### src/rtl/fpdc_pkg.sv
package fpdc_pkg;

  localparam int NUM_FMT  = 3;
  localparam int MASK_W   = 12;
  localparam int CLS_W    = 3;
  localparam int WORD_W   = 128;

  typedef enum logic [CLS_W-1:0] {
    CLS_ZERO = 3'd0,
    CLS_NORM = 3'd1,
    CLS_SUB  = 3'd2,
    CLS_INF  = 3'd3,
    CLS_QNAN = 3'd4,
    CLS_SNAN = 3'd5
  } fp_class_e;

  function automatic int fmt_exp_w(input int f);
    case (f)
      0:       return 8;
      1:       return 11;
      default: return 15;
    endcase
  endfunction

  function automatic int fmt_frac_w(input int f);
    case (f)
      0:       return 23;
      1:       return 52;
      default: return 112;
    endcase
  endfunction

endpackage

### src/rtl/fpdc_select.sv
module fpdc_select
  import fpdc_pkg::*;
#(
  parameter int N_FMT = NUM_FMT,
  parameter int MW    = MASK_W
) (
  input  logic [N_FMT-1:0][CLS_W-1:0] cls_vec,
  input  logic [N_FMT-1:0]            neg_vec,
  input  logic [1:0]                  fmt,
  input  logic [MW-1:0]               mask,
  output logic                        hit
);

  localparam int IDX_W = $clog2(MW);

  logic [IDX_W-1:0] bit_num;
  logic [IDX_W-1:0] bit_pos;
  logic             fmt_ok;
  logic [CLS_W-1:0] cls_sel;
  logic             neg_sel;

  assign fmt_ok = (int'(fmt) < N_FMT);

  always_comb begin
    cls_sel = '0;
    neg_sel = 1'b0;
    for (int i = 0; i < N_FMT; i++) begin
      if (int'(fmt) == i) begin
        cls_sel = cls_vec[i];
        neg_sel = neg_vec[i];
      end
    end
  end

  // Bit number counts from the top of the mask: base = 2*class, plus sign.
  assign bit_num = IDX_W'({cls_sel, 1'b0}) + IDX_W'(neg_sel);
  assign bit_pos = IDX_W'(MW - 1) - bit_num;

  always_comb begin
    hit = 1'b0;
    if (fmt_ok && (int'(bit_num) < MW)) hit = mask[bit_pos];
  end

endmodule

### config.mk
export PLATFORM = sky130hd
export DESIGN_NAME = fpdc_select
export DESIGN_NICKNAME = d
export VERILOG_FILES = /design/src/rtl/fpdc_pkg.sv /design/src/rtl/fpdc_select.sv
export SDC_FILE = /design/constraint.sdc
export NUM_CORES = 1
export LEC_CHECK = 0
export BUFFER_PORTS_ARGS = -buffer_cell sky130_fd_sc_hd__clkbuf_2
export CAP_MARGIN = 20
export CORE_AREA = 2 2 39 41
export DETAILED_ROUTE_END_ITERATION = 8
export DIE_AREA = 0 0 41 43
export SYNTH_ARGS = -nofsm -noshare
export SYNTH_HDL_FRONTEND = slang
export SYNTH_SLANG_ARGS = --single-unit
### constraint.sdc
create_clock -name vclk -period 2.1
set_clock_uncertainty 0.1 [all_clocks]
set_input_delay 0.21 -clock vclk [all_inputs]
set_output_delay 0.21 -clock vclk [all_outputs]
set_load 0.02 [all_outputs]
---- After elaboration in Yosys (flattened, before gate mapping) ----
Index checks and enable logic that the tools add are counted.
storage, ports and cells
  RAM bits ................................ 0
  memories ................................ 0
  output and inout bits ................... 1
  input port bits ......................... 26
  logic and storage cells ................. 18
  memory bits (read-only) ................. 0
  register bits after elaboration ......... 0
  bits in latches ......................... 0
cells by class
  add/subtract/negate cells ............... 2
  equal/unequal tests ..................... 2
  multiplexer cells ....................... 9
  $lt $le $gt $ge ......................... 3
  bitwise gates (word level) .............. 0
  reductions and logical operators ........ 2
  divide/modulo/power cells ............... 0
  multiply operators ...................... 0
  shift-type cells ........................ 0
operators with widths
  kind                   count
  $mux W3                3
  $lt A4 B5 Y1 const B   1
  $mux W1                5
  $add A4 B1 Y4          1
  $bmux W1 S4            1
  $eq A2 B2 Y1 const B   2
  $lt A4 B4 Y1 const B   1
  $sub A4 B4 Y4 const A  1
  $logic_not A2 Y1       1
  $lt A2 B2 Y1 const B   1
  $logic_and A1 B1 Y1    1

---- Longest topological paths before layout ----
Gate-level depths: netlist (run 1).
  depth after elaboration ................. 9
  gate-level depth with buffers ........... 10
  gate-level depth less buffers ........... 9

---- Worst setup path after synthesis (run 1) ----
Ideal clock, no wire load.
  path kind ............................... input -> output
  start ................................... input fmt[0]
  end ..................................... output hit
  stages on the path ...................... 10
  data required time ...................... 1.790 ns
  setup slack ............................. 0.105 ns
  buffers on the path ..................... 1
  arrival time ............................ 1.685 ns
  cells stage by stage .................... buf_6 > mux2i_1 > nor2_1 > a21oi_1 > inv_1 > ha_1 > a31oi_1 > nand4_1 > o311ai_1 > a221oi_2
on the way
  longest elaborated chain between the ends .. 9
  elaborated cells between the ends (all ways) .. 17
  those cells by class .................... 2 x add/sub; 2 x order compare; 2 x eq/ne; 9 x mux; 2 x reduce/logical
RTL lines
  item                                                     line               source
  from (decl)                                              fpdc_select.sv:9   input logic [1:0] fmt,
  $logic_not A2 Y1                                         fpdc_select.sv:28  if (int'(fmt) == i) begin
  $mux W1 / $mux W3 (equally long branches) (3 in series)  fpdc_select.sv:28
  $add A4 B1 Y4                                            fpdc_select.sv:36  assign bit_num = IDX_W'({cls_sel, 1'b0}) + IDX_W'(neg_sel);
  $sub A4 B4 Y4                                            fpdc_select.sv:37  assign bit_pos = IDX_W'(MW - 1) - bit_num;
  $bmux W1 S4                                              fpdc_select.sv:41  if (fmt_ok && (int'(bit_num) < MW)) hit = mask[bit_pos];
  $mux W1 (implied by the code)                            fpdc_select.sv:41
  $mux W1 *                                                fpdc_select.sv:41
  to (decl)                                                fpdc_select.sv:11  output logic hit
Mark *: on every way between the ends. The rest lies on a longest branch, timed or not. The select of a mux whose other input is x is not followed.

---- Final worst setup path (run 1) ----
Same ends and word-level chain as after synthesis.

==> impl_metrics.yaml, run 1 <==
die:
  initial_utilization_pct: 23.7
  placement_rows: 14
  ios: 27
  dieArea_um2: 1760
  fp.coreArea_um2: 1380
  dieWidth_um: 41
  die_y_um: 43
critical_path:
  start_kind: "input pin"
  critical_path_class: "in -> out"
  cp_data_required_time_ns: 1.79
  cp-end-kind: "output port"
  arrival_ns: 1.73
  crit_fanout: 4
synth:
  synth_cell_types: 20
  avgSynthCellArea_um2: 8.86
  synth_top_area_cell: "mux2i_1"
  synth_seq_area_share_pct: 0
  yosysWarnings: 0
  synth_nets: 64
  syn_inst: 37
  syn_area_um2: 328
  synthTopCellsByArea: "mux2i_1 24%, mux2_2 14%, mux2i_4 14%"
  synth_top_area_share_pct: 24.4
cells_and_area:
  n_antenna_cell: 0
  finish.utilization_pct: 40.7
  drive_above_1_share_pct: 69.0
  n_clock_buffer: 0
  fillers: 140
  fin_area_um2: 563
  seq_cell_count: 0
  area_delta_synth_final_pct: 71.8
  nets: 100
  seqCellArea_um2: 0
routing:
  drt-pass1-iter-count: 1
  ant_nets: 0
  num_vias: 402
  post-route-drc-count: 0
  viasPerCell: 4.62
  routedWlPerCell_um: 9.62
  drt_iter0_drc: 0
  wirelength_um: 837
run:
  max_cap_violations: 0
place:
  placed_area_um2: 519
  port_buffers: 27
  place_congestion: 0.726
  hpwlAfterDp_um: 717
global_routing:
  grt_pass1_vias: 364
  gr-usage-all-layers_pct: 10.5
  grt_overflow: 0
  antenna_found_initial: 0
  grt_pass1_wl_um: 1400
  grt_max_degree: 8
power:
  power_density_nw_per_um2: 250
  switching_share_pct: 41.9
  p_int_w: 0.0000818
  irDropWorstVdd_mv: 0.120
  clock_power_share_pct: 0
  p_switching_w: 0.0000590
  p_comb_share_pct: 100.0
  seqPwrFrac_pct: 0
  p_leak_nw: 0.287
timing:
  rsz0062_at_grt: "true"
  max_slew_margin_pct: 82.6
  tightest_slew_ns: 0.261
  whs_ns: 0.876
  finalSetupTns_ns: 0
  hold_violations: 0
  period_needed_ns: 2.04
  setup_viol_count_final: 0
  maxClockFrequency_mhz: 491
  min_period_over_period_pct: 97.0
  slew_violations: 0
min_path:
  hold_depth: 6
  hp-class: "in -> out"
clocking:
  cts_hold_buf: 0
status:
  run_status: "complete, no violations"
metal layers:
| metal | up-vias | wire length [um] | GRT usage, % |
|---|---|---|---|
| met5 | - | 0 | 0 |
| met3 | 0 | 82 | 0.524 |
| met2 | 17 | 406 | 18.8 |
| met4 | 0 | 0 | 0 |
| met1 | 170 | 347 | 14.0 |
| li1 | 215 | - | - |
final timing paths:
| path | from | to |
|---|---|---|
| min | fmt[0] | hit |
| max | fmt[0] | hit |
synthesized netlist by cell type:
master	instances
mux2i_4	2
mux2_2	4
a221oi_2	1
a31oi_1	3
mux2i_1	8
buf_6	1
nand2b_1	2
a21oi_1	2
or3b_2	1
o21ai_0	1
inv_1	2
and4b_2	1
nand4_1	1
o311ai_1	1
buf_2	1
nand3b_1	1
nand2_1	1
and2_1	1
nor2_1	2
ha_1	1
cell usage in the layout (no fill, tap or decap):
cell type and instances:
inv_1 1, mux2i_1 8, nand2_1 1, clkbuf_2 25, nor2_1 2, nand3b_1 1, a21oi_2 1, a31oi_1 3
nand2b_1 2, and2_1 1, buf_4 11, o21ai_1 1, inv_2 1, a221oi_2 1, a21oi_1 1, mux2i_4 2
or3b_2 1, nand4_1 1, o311ai_2 1, and4b_2 1, mux2_2 4, ha_4 1
stage by stage:
| stage | std cells | setup WS [ns] | total power [W] |
|---|---|---|---|
| after floorplan | 37 | 0.105 | 0.0000767 |
| after global placement | 85 | -0.0207 | 0.000122 |
| after detailed placement | 85 | -0.0180 | 0.000123 |
| after CTS | 86 | 0.0102 | 0.000138 |
| after global routing | 87 | -0.0202 | 0.000155 |
| final | 87 | 0.0628 | 0.000141 |
cells by family (layout without fill, tap and decap cells):
logic type / after synthesis / in the layout / share of synthesized area [%]
multiplexers: 14 / 14 / 51.9
adder cells (fa/ha/maj): 1 / 1 / 3.82
AND/OR/NAND/NOR: 10 / 10 / 19.5
buffers and inverters: 4 / 38 / 7.25
AO/OA/AOI/OAI: 8 / 8 / 17.6
critical path, stage by stage:
cell      delay, ns
buf_4          0.13
buf_4          0.15
mux2i_4        0.19
mux2i_4        0.20
mux2_2         0.37
o311ai_2       0.25
a221oi_2       0.05
buf_4          0.17
power groups by stage:
| stage | clock, W | sequential [W] | combinational [W] |
|---|---|---|---|
| after detailed placement | 0 | 0 | 0.000123 |
| after global routing | 0 | 0 | 0.000155 |
| after global placement | 0 | 0 | 0.000122 |
| after floorplan | 0 | 0 | 0.0000767 |
| after CTS | 0 | 0 | 0.000138 |
| final | 0 | 0 | 0.000141 |
area by class of cell:
| cell class | instances | area [um^2] | share of cell area (%) |
|---|---|---|---|
| Timing Repair Buffer | 36 | 208 | 36.9 |
| Inverter | 2 | 7.51 | 1.33 |
| Tap cell | 16 | 20.0 | 3.56 |
| Multi-Input combinational cell | 33 | 328 | 58.2 |
timing repair:
item	CTS	global route
pin swaps	0	2
buffers inserted	1	1
gates resized for setup	4	5
setup endpoints to repair	1	1
No activity file was read; power rests on OpenSTA's default activity.
==> run 2: changes to the inputs <==
Settings changed: BUFFER_PORTS_ARGS -buffer_cell sky130_fd_sc_hd__clkbuf_2 to -buffer_cell sky130_fd_sc_hd__buf_2, REMOVE_ABC_BUFFERS set to 1.
==> run 2 against run 1 <==
Compared with the run above:
- wire length grew 0.72%
- via count grew 1.5%
- global-route usage shrank 1.9 points
- cell count shrank 3.4%
- cell area shrank 1.3%
- core utilization shrank 0.54 points
- die area is the same
- count of clock-buffer cells in the layout is the same
- sequential cell count is the same
- largest cell class unchanged
==> impl_metrics.yaml, run 2 (same netlist as run 1, synthesis figures left out) <==
status:
  run_status: "complete, no violations"
routing:
  routedWlPerCell_um: 10.0
  num_vias: 408
  ant_nets: 0
  wirelength_um: 843
  drt_iter0_drc: 3
  drt-pass1-iter-count: 4
  viasPerCell: 4.86
  post-route-drc-count: 0
global_routing:
  antenna_found_initial: 0
  grt_overflow: 0
  gr-usage-all-layers_pct: 8.61
  grt_pass1_vias: 325
  grt_pass1_wl_um: 1150
  grt_max_degree: 8
timing:
  maxClockFrequency_mhz: 491
  min_period_over_period_pct: 97.1
  rsz0062_at_grt: "false"
  finalSetupTns_ns: 0
  period_needed_ns: 2.04
  tightest_slew_ns: 0.260
  hold_violations: 0
  max_slew_margin_pct: 82.7
  slew_violations: 0
  setup_viol_count_final: 0
min_path:
  min_to: "hit"
  hold_depth: 5
  hp-class: "in -> out"
  min_from: "mask[3]"
cells_and_area:
  seq_cell_count: 0
  nets: 97
  drive_above_1_share_pct: 72.1
  seqCellArea_um2: 0
  area_delta_synth_final_pct: 69.5
  n_antenna_cell: 0
  final_cell_mix: "26 x buf_2, 7 x mux2i_1, 7 x buf_4, 3 x mux2_2, 3 x a31oi_1"
  n_clock_buffer: 0
  final_common_cell: "buf_2"
critical_path:
  crit_fanout: 6
  arrival_ns: 1.73
  cp-end-kind: "output port"
  cp_data_required_time_ns: 1.79
  critical_path_class: "in -> out"
  start_kind: "input pin"
die:
  fp.coreArea_um2: 1380
  dieWidth_um: 41
  ios: 27
  initial_utilization_pct: 23.7
  die_y_um: 43
  placement_rows: 14
  dieArea_um2: 1760
power:
  power_density_nw_per_um2: 252
  p_leak_nw: 0.275
  irDropWorstVdd_mv: 0.123
  total_power_w: 0.000140
place:
  port_buffers: 27
  place_congestion: 0.685
run:
  max_cap_violations: 0
clocking:
  cts_hold_buf: 0
==> run 2: metal layers <==
| layer | routed length (um) | share of wire, % | up-vias | GRT usage (%) |
|---|---|---|---|---|
| met5 | 0 | 0 | - | 0 |
| met1 | 347 | 41 | 182 | 10.8 |
| met4 | 0 | 0 | 0 | 0 |
| li1 | - | - | 207 | - |
| met3 | 75 | 8.9 | 0 | 0 |
| met2 | 421 | 50 | 19 | 16.3 |
==> run 2: how the worst max path moves through the flow <==
| stage | startpoint | slack [ns] | to | cells after the start |
|---|---|---|---|---|
| after CTS | fmt[0] | 0.01 | hit | 11 |
| after detailed placement | fmt[0] | -0.02 | hit | 8 |
| after global placement | fmt[0] | -0.01 | hit | 8 |
| final | fmt[0] | 0.06 | hit | 8 |
| after floorplan | fmt[0] | 0.25 | hit | 9 |
| after global routing | fmt[0] | 0.002 | hit | 8 |
==> run 2: cell type report <==
class              count  area [um^2]
repair buffers        33          183
multi-input cells     33          345
well taps             16         20.0
fillers              163          828
inverters              2         7.51
==> run 2: critical path, cell delays in order <==
cell,delay (ns)
buf_2,0.12
buf_4,0.16
nand2b_1,0.18
mux2i_4,0.21
mux2_2,0.37
o311ai_2,0.25
a221oi_2,0.05
buf_4,0.17
==> run 2: stage by stage <==
| step | worst slack, ns | area, um^2 | hold WS (ns) | utilization [%] | std cells |
|---|---|---|---|---|---|
| after floorplan | 0.246 | 312 | 0.514 | - | 35 |
| after global placement | -0.0110 | 504 | 0.884 | 36.4 | 83 |
| after global routing | 0.00207 | 556 | 0.944 | 40.1 | 84 |
| after detailed placement | -0.0240 | 504 | 0.895 | 36.4 | 83 |
| after CTS | 0.0120 | 527 | 0.902 | 38.1 | 83 |
| final | 0.0618 | 556 | 0.891 | 40.1 | 84 |
==> run 2: power by group <==
group	switching [W]	total [W]	internal (W)	leakage [nW]
clock	0	0	0	0
combinational	0.0000602	0.000140	0.0000797	0.275
sequential	0	0	0	0
==> run 2: what timing repair did <==
item	CTS	global route
setup endpoints to repair	1	1
resized for setup	3	7
buffers inserted	0	1
